$ cat src/rtl/adc_seq_pkg.sv
// Shared types for the conversion sequencer.
// Assumes: mode codes are fixed by the port definition; 2'b11 behaves as normal.
package adc_seq_pkg;
    typedef enum logic [1:0] {
        MODE_NORMAL  = 2'b00,
        MODE_WARP    = 2'b01,
        MODE_IMPULSE = 2'b10
    } op_mode_e;

    typedef enum logic [1:0] {
        ST_ACQ  = 2'b00,
        ST_CONV = 2'b01,
        ST_DOWN = 2'b10
    } seq_state_e;
endpackage

$ cat src/rtl/adc_strobe_sync.sv
// Two-flop synchroniser for the asynchronous start strobe, plus falling-edge detect.
// Assumes: flops reset to the "low" value, so a strobe held low through reset
// yields no edge; a real high-to-low transition is required.
module adc_strobe_sync (
    input  logic clk,
    input  logic rst_n,
    input  logic start_n,
    output logic strobe_low,
    output logic strobe_fall
);
    logic meta_q, sync_q, prev_q;

    // Synchronise the strobe and keep one older sample for edge detection.
    always_ff @(posedge clk) begin
        if (!rst_n) begin
            meta_q <= 1'b0;
            sync_q <= 1'b0;
            prev_q <= 1'b0;
        end else begin
            meta_q <= start_n;
            sync_q <= meta_q;
            prev_q <= sync_q;
        end
    end

    // Level and falling-edge views of the synchronised strobe.
    always_comb begin
        strobe_low  = ~sync_q;
        strobe_fall = prev_q & ~sync_q;
    end

    AST_FALL_ONE_CYCLE: assert property (@(posedge clk) disable iff (!rst_n)
        strobe_fall |=> !strobe_fall);
endmodule

$ cat src/rtl/adc_phase_timer.sv
// Cycle counters standing in for analog timing: convert window length and
// minimum acquisition length.
// Assumes: CONV_CYC >= 2 and ACQ_MIN >= 1; in_conv comes from the sequencer state.
module adc_phase_timer #(
    parameter int CONV_CYC = 32,
    parameter int ACQ_MIN  = 8
) (
    input  logic clk,
    input  logic rst_n,
    input  logic in_conv,
    output logic conv_last,
    output logic acq_done
);
    localparam int CW = (CONV_CYC > 2) ? $clog2(CONV_CYC) : 1;
    localparam int AW = $clog2(ACQ_MIN + 1);
    localparam logic [CW-1:0] CONV_END = CW'(CONV_CYC - 1);
    localparam logic [AW-1:0] ACQ_END  = AW'(ACQ_MIN);

    logic [CW-1:0] conv_cnt;
    logic [AW-1:0] acq_cnt;

    // Count convert cycles; cleared whenever the sequencer is not converting.
    always_ff @(posedge clk) begin
        if (!rst_n || !in_conv) conv_cnt <= '0;
        else if (conv_cnt != CONV_END) conv_cnt <= conv_cnt + 1'b1;
    end

    // Count non-converting cycles, saturating at the acquisition minimum.
    always_ff @(posedge clk) begin
        if (!rst_n || in_conv) acq_cnt <= '0;
        else if (acq_cnt != ACQ_END) acq_cnt <= acq_cnt + 1'b1;
    end

    // Phase boundary flags for the sequencer.
    always_comb begin
        conv_last = in_conv && (conv_cnt == CONV_END);
        acq_done  = !in_conv && (acq_cnt == ACQ_END);
    end

    AST_END_ON_LAST: assert property (@(posedge clk) disable iff (!rst_n)
        $fell(in_conv) |-> $past(conv_last));
endmodule

$ cat src/rtl/adc_result_latch.sv
// Holds the stub result word; loads only on the final convert cycle.
// Assumes: load is a single-cycle pulse from the phase timer.
module adc_result_latch #(
    parameter int DW = 16
) (
    input  logic          clk,
    input  logic          rst_n,
    input  logic          load,
    input  logic [DW-1:0] din,
    output logic [DW-1:0] dout
);
    // Capture the sample at end of conversion, clear on reset.
    always_ff @(posedge clk) begin
        if (!rst_n)    dout <= '0;
        else if (load) dout <= din;
    end

    AST_DATA_HOLD: assert property (@(posedge clk) disable iff (!rst_n)
        !load |=> $stable(dout));
endmodule

$ cat src/rtl/adc_conv_seq.sv
// Conversion control sequencer: acquire / convert / power-down state machine.
// Assumes: start_n is asynchronous; pwr_dn and mode are synchronous to clk.
// A conversion, once entered, always completes; power-down is applied only
// after busy falls; impulse mode self-restarts while the strobe stays low.
module adc_conv_seq
    import adc_seq_pkg::*;
#(
    parameter int DW       = 16,
    parameter int CONV_CYC = 32,
    parameter int ACQ_MIN  = 8
) (
    input  logic          clk,
    input  logic          rst_n,
    input  logic          start_n,
    input  logic          pwr_dn,
    input  logic [1:0]    mode,
    input  logic [DW-1:0] sample_in,
    output logic          busy,
    output logic          core_en,
    output logic [DW-1:0] data_out
);
    seq_state_e state_q, state_nx;
    logic strobe_low, strobe_fall;
    logic conv_last, acq_done;
    logic pend_q, armed_q;
    logic is_impulse, auto_go, start_go;

    adc_strobe_sync u_sync (
        .clk         (clk),
        .rst_n       (rst_n),
        .start_n     (start_n),
        .strobe_low  (strobe_low),
        .strobe_fall (strobe_fall)
    );

    adc_phase_timer #(.CONV_CYC(CONV_CYC), .ACQ_MIN(ACQ_MIN)) u_timer (
        .clk       (clk),
        .rst_n     (rst_n),
        .in_conv   (state_q == ST_CONV),
        .conv_last (conv_last),
        .acq_done  (acq_done)
    );

    adc_result_latch #(.DW(DW)) u_latch (
        .clk   (clk),
        .rst_n (rst_n),
        .load  (conv_last),
        .din   (sample_in),
        .dout  (data_out)
    );

    // Start qualification: manual edge (now or pending) or impulse self-restart.
    always_comb begin
        is_impulse = (mode == MODE_IMPULSE);
        auto_go    = is_impulse && armed_q && strobe_low;
        start_go   = acq_done && (pend_q || strobe_fall || auto_go);
    end

    // Next-state selection; convert is left only on its last cycle.
    always_comb begin
        state_nx = state_q;
        unique case (state_q)
            ST_ACQ:  if (pwr_dn) state_nx = ST_DOWN;
                     else if (start_go) state_nx = ST_CONV;
            ST_CONV: if (conv_last) state_nx = pwr_dn ? ST_DOWN : ST_ACQ;
            ST_DOWN: if (!pwr_dn) state_nx = ST_ACQ;
            default: state_nx = ST_ACQ;
        endcase
    end

    // State register.
    always_ff @(posedge clk) begin
        if (!rst_n) state_q <= ST_ACQ;
        else        state_q <= state_nx;
    end

    // Pending manual start: an edge seen in acquire before the minimum elapsed.
    always_ff @(posedge clk) begin
        if (!rst_n || state_q != ST_ACQ || state_nx != ST_ACQ) pend_q <= 1'b0;
        else if (strobe_fall) pend_q <= 1'b1;
    end

    // Arm flag: set by the first strobe edge after reset, enables self-restart.
    always_ff @(posedge clk) begin
        if (!rst_n)           armed_q <= 1'b0;
        else if (strobe_fall) armed_q <= 1'b1;
    end

    // Outputs: busy in convert; core enable depends on mode and phase.
    always_comb begin
        busy    = (state_q == ST_CONV);
        core_en = (state_q == ST_CONV) || ((state_q == ST_ACQ) && !is_impulse);
    end

    AST_ENTRY_AFTER_MIN: assert property (@(posedge clk) disable iff (!rst_n)
        $rose(busy) |-> $past(acq_done));
    AST_NO_ABORT: assert property (@(posedge clk) disable iff (!rst_n)
        (busy && !conv_last) |=> busy);
    AST_PD_DEFERRED: assert property (@(posedge clk) disable iff (!rst_n)
        (busy && pwr_dn && !conv_last) |=> busy);
    AST_ARMED_FIRST: assert property (@(posedge clk) disable iff (!rst_n)
        busy |-> armed_q);
    AST_IMPULSE_SLEEP: assert property (@(posedge clk) disable iff (!rst_n)
        ($fell(busy) && is_impulse) |-> !core_en);
endmodule

$ cat config.mk
export PLATFORM = sky130hd
export DESIGN_NAME = adc_conv_seq
export DESIGN_NICKNAME = d
export VERILOG_FILES = /design/src/rtl/adc_seq_pkg.sv /design/src/rtl/adc_strobe_sync.sv /design/src/rtl/adc_phase_timer.sv /design/src/rtl/adc_result_latch.sv /design/src/rtl/adc_conv_seq.sv
export SDC_FILE = /design/constraint.sdc
export NUM_CORES = 1
export LEC_CHECK = 0
export BUFFER_PORTS_ARGS = -buffer_cell sky130_fd_sc_hd__clkbuf_2
export CAP_MARGIN = 20
export CORE_ASPECT_RATIO = 0.8
export CORE_MARGIN = 2
export CORE_UTILIZATION = 53
export CTS_BUF_LIST = sky130_fd_sc_hd__clkbuf_16
export DETAILED_ROUTE_END_ITERATION = 16
export PLACE_DENSITY = 0.83
export SLEW_MARGIN = 20
export SYNTH_ARGS = -nofsm -noshare
export SYNTH_HDL_FRONTEND = slang
export SYNTH_HIERARCHICAL = 1
export SYNTH_SLANG_ARGS = --single-unit
$ cat constraint.sdc
create_clock -name clk -period 5.6 [get_ports clk]
set_input_delay 0.56 -clock clk [delete_from_list [all_inputs] [get_ports clk]]
set_output_delay 0.56 -clock clk [all_outputs]
set_load 0.03 [all_outputs]
==> qor.csv <==
metric,value,unit
sequential fraction of the synthesis area,47.9,%
pin count of the biggest net entering global routing,26,
clock power share,53.6,%
Mapped Area,1340,sq um
antenna violations before repair,0,
area of the core,2420,sq um
"top cells by area, synth","dfxtp_1 48%, mux2i_1 14%, nor2b_1 8.4%",
Net Sw Frac,18.6,%
syn_nets,150,
Max VDD drop,0.400,mV
Layout area overhead,26.7,%
Post-CTS Setup Inserts,0,
CTS H-tree depth,2,
Yosys warnings,6,
Non-Filler Instances,203,
share of cells above drive strength 1,28.7,%
Max-cap violations,0,
"EDFF count, synth",0,
first-pass GRT wire length,4220,um
WP data arrival,2500,ps
Lkg Pwr,0.752,nW
Startpoint Class,flip-flop,
Flop pwr share,42.4,%
die area,2940,sq um
combinational fraction of design power,4.0,%
hpwl dp,1860,um
Final min period,2350,ps
Clock Tree Root,clkbuf_16,
worst r2r src,u_timer/conv_cnt[0],
DR iter-0 viols,20,
IO Pins,40,
Post-synth ARST share,0,%
crit path kind,reg -> reg,
Sink Count,32,
status,"complete, no violations",
FP Rows,16,
cts bufs inserted,5,
Worst Setup End Kind,flip-flop,
die width,60.1,um
placed cells,195,
GRT overflow,0,
total track usage,19.6,%
Pins Over Slew Limit,0,
"CTS clk-pin slew, worst paths",50,ps
register-to-register setup slack,3250,ps
Final #Nets,192,
Antenna Cells,0,
vias,983,
Clock Skews,4.53,ps
vias per inst,4.84,
Post-Route WL,2500,um
setup violators final,0,
switching power,0.103,mW
Final Hold Fails,0,
crit path capture,state_q[0],
RSZ-0062 raised after global routing,false,
post-DR wirelength/cell,12.3,um
DRC Markers,0,
PortBufs,39,
Slew HR,65.9,%
reg2reg end,state_q[0],
Pre-antenna DRT Iters,4,
Yosys reg bits,32,
"Power, Total",0.553,mW
leading area contributor after synthesis,dfxtp_1,
Synth top area share,47.9,%
Worst setup startpoint,u_timer/conv_cnt[0],
final period utilization,41.9,%
final setup TNS,0,ps
"Clk Latency, worst-skew pair",270,ps
Detail Route Antenna Nets,0,
clock tree buffer depth,2,
Post-CTS Hold Buffers,0,
FMAX,426,MHz
hold crit path type,reg -> reg,
worst r2r path cells,7,
post-CTS sizing,0,
CP max FO,18,
PD cells,327,nW/um^2
"Distinct cells, synth",29,
Die Ht,48.9,um
top_reg_cell synth,dfxtp_1,
effective utilization at floorplan,55.2,%
GPL Wtd Cong,0.728,
vias in the first global route,1017,
Gate Count Post-Synth,124,
TritonCTS clock tree,yes,
mean post-synth cell area,10.8,sq um
P_int,0.450,mW
Least-Margin Pin Slew,511,ps
WP data required,5750,ps
## cell type report
type | count | area (sq um)
Timing Repair Buffer | 39 | 195
Clock inverter | 3 | 37.5
Fill cell | 196 | 729
Sequential cell | 32 | 641
Tap cell | 36 | 45.0
Clock buffer | 5 | 125
Multi-Input combinational cell | 84 | 634
Inverter | 4 | 15.0
## worst min path at each step
| stage | slack (ps) | cells past startpoint | end | from |
|---|---|---|---|---|
| 2_1_floorplan | 410 | 1 | u_sync/sync_q | u_sync/meta_q |
| 3_3_place_gp | 430 | 1 | u_sync/sync_q | u_sync/meta_q |
| 3_5_place_dp | 430 | 1 | u_sync/sync_q | u_sync/meta_q |
| 4_1_cts | 450 | 1 | u_sync/sync_q | u_sync/meta_q |
| 5_1_grt | 460 | 1 | u_sync/sync_q | u_sync/meta_q |
| 6_report | 450 | 1 | u_sync/sync_q | u_sync/meta_q |
## critical path, stage by stage, from the launching register on
cell and delay (ps):
dfxtp_1 410, ha_1 200, and3_1 160, ha_1 300
and2_2 540, and2b_1 260, nor4_1 250, a2111oi_1 90
## registers in the layout (all words and copies together) (netlist names)
| name | cells |
|---|---|
| armed_q | 1 |
| state_q | 2 |
| u_timer/conv_cnt | 5 |
| u_sync/meta_q | 1 |
| u_timer/acq_cnt | 4 |
| pend_q | 1 |
| u_latch/dout | 16 |
| u_sync/prev_q | 1 |
| u_sync/sync_q | 1 |
## cells by family (layout without fill, tap and decap cells)
| kind of cell | Yosys count | count (layout) | share of synthesized area, % |
|---|---|---|---|
| multiplexers | 19 | 19 | 14.2 |
| flip-flops | 32 | 32 | 47.9 |
| AO/OA/AOI/OAI | 5 | 5 | 2.43 |
| AND/OR/NAND/NOR | 51 | 51 | 23.8 |
| XOR/XNOR | 5 | 5 | 3.28 |
| adder cells (fa/ha/maj) | 4 | 4 | 3.75 |
| buffers and inverters | 8 | 51 | 4.59 |
## per-stage QoR
| stage | hold WS [ps] | setup slack (ps) | area [sq um] | utilization, % |
|---|---|---|---|---|
| 6_report | 445 | 3250 | 1690 | 69.9 |
| 3_5_place_dp | 434 | 3230 | 1530 | 63.2 |
| 5_1_grt | 459 | 3080 | 1690 | 69.9 |
| 3_3_place_gp | 426 | 3410 | 1530 | 63.2 |
| 4_1_cts | 455 | 3220 | 1690 | 69.9 |
| 2_1_floorplan | 412 | 3760 | 1340 | - |
## power groups by stage
stage | combinational [mW] | clock [mW] | sequential, mW
5_1_grt | 0.0249 | 0.315 | 0.235
3_3_place_gp | 0.0214 | 0 | 0.239
4_1_cts | 0.0229 | 0.301 | 0.235
3_5_place_dp | 0.0227 | 0 | 0.239
2_1_floorplan | 0.0117 | 0 | 0.238
6_report | 0.0222 | 0.296 | 0.235
## Yosys cell counts, types with 2 or more instances
cell type / n
xnor2_1: 2
mux2i_1: 19
ha_1: 4
a21oi_1: 3
dfxtp_1: 32
nor2_1: 11
and2_1: 3
nor2b_1: 18
xor2_1: 3
nand2_1: 3
nand2b_1: 3
buf_6: 2
inv_1: 4
nand3b_1: 2
## layout by cell type, fill, tap and decap left out
cell type / count
xnor2_1: 2
and2b_1: 1
nand2b_1: 3
clkbuf_16: 5
dfxtp_1: 32
nor2b_2: 1
nand3b_1: 2
and2_1: 3
and4b_1: 1
and4bb_1: 1
a21oi_1: 3
nor3_1: 1
inv_1: 4
xor2_1: 3
bufinv_16: 1
nor4_1: 1
clkinv_1: 2
nor2_1: 11
nand2_1: 3
nand3_1: 1
nand4b_4: 1
nor3b_1: 1
nor2b_1: 18
mux2i_1: 19
clkbuf_2: 39
a2111oi_1: 1
ha_1: 4
o21a_1: 1
and3_1: 1
and2_2: 1
## routing by layer
| metal | track usage, % | share of wire [%] | vias to the layer above |
|---|---|---|---|
| met4 | 8.89 | 1.7 | 0 |
| met5 | 0 | 0 | - |
| met3 | 6.37 | 4.4 | 5 |
| li1 | - | - | 497 |
| met2 | 34.8 | 54 | 19 |
| met1 | 20.3 | 40 | 462 |
Power figures use the tool's default switching activity.
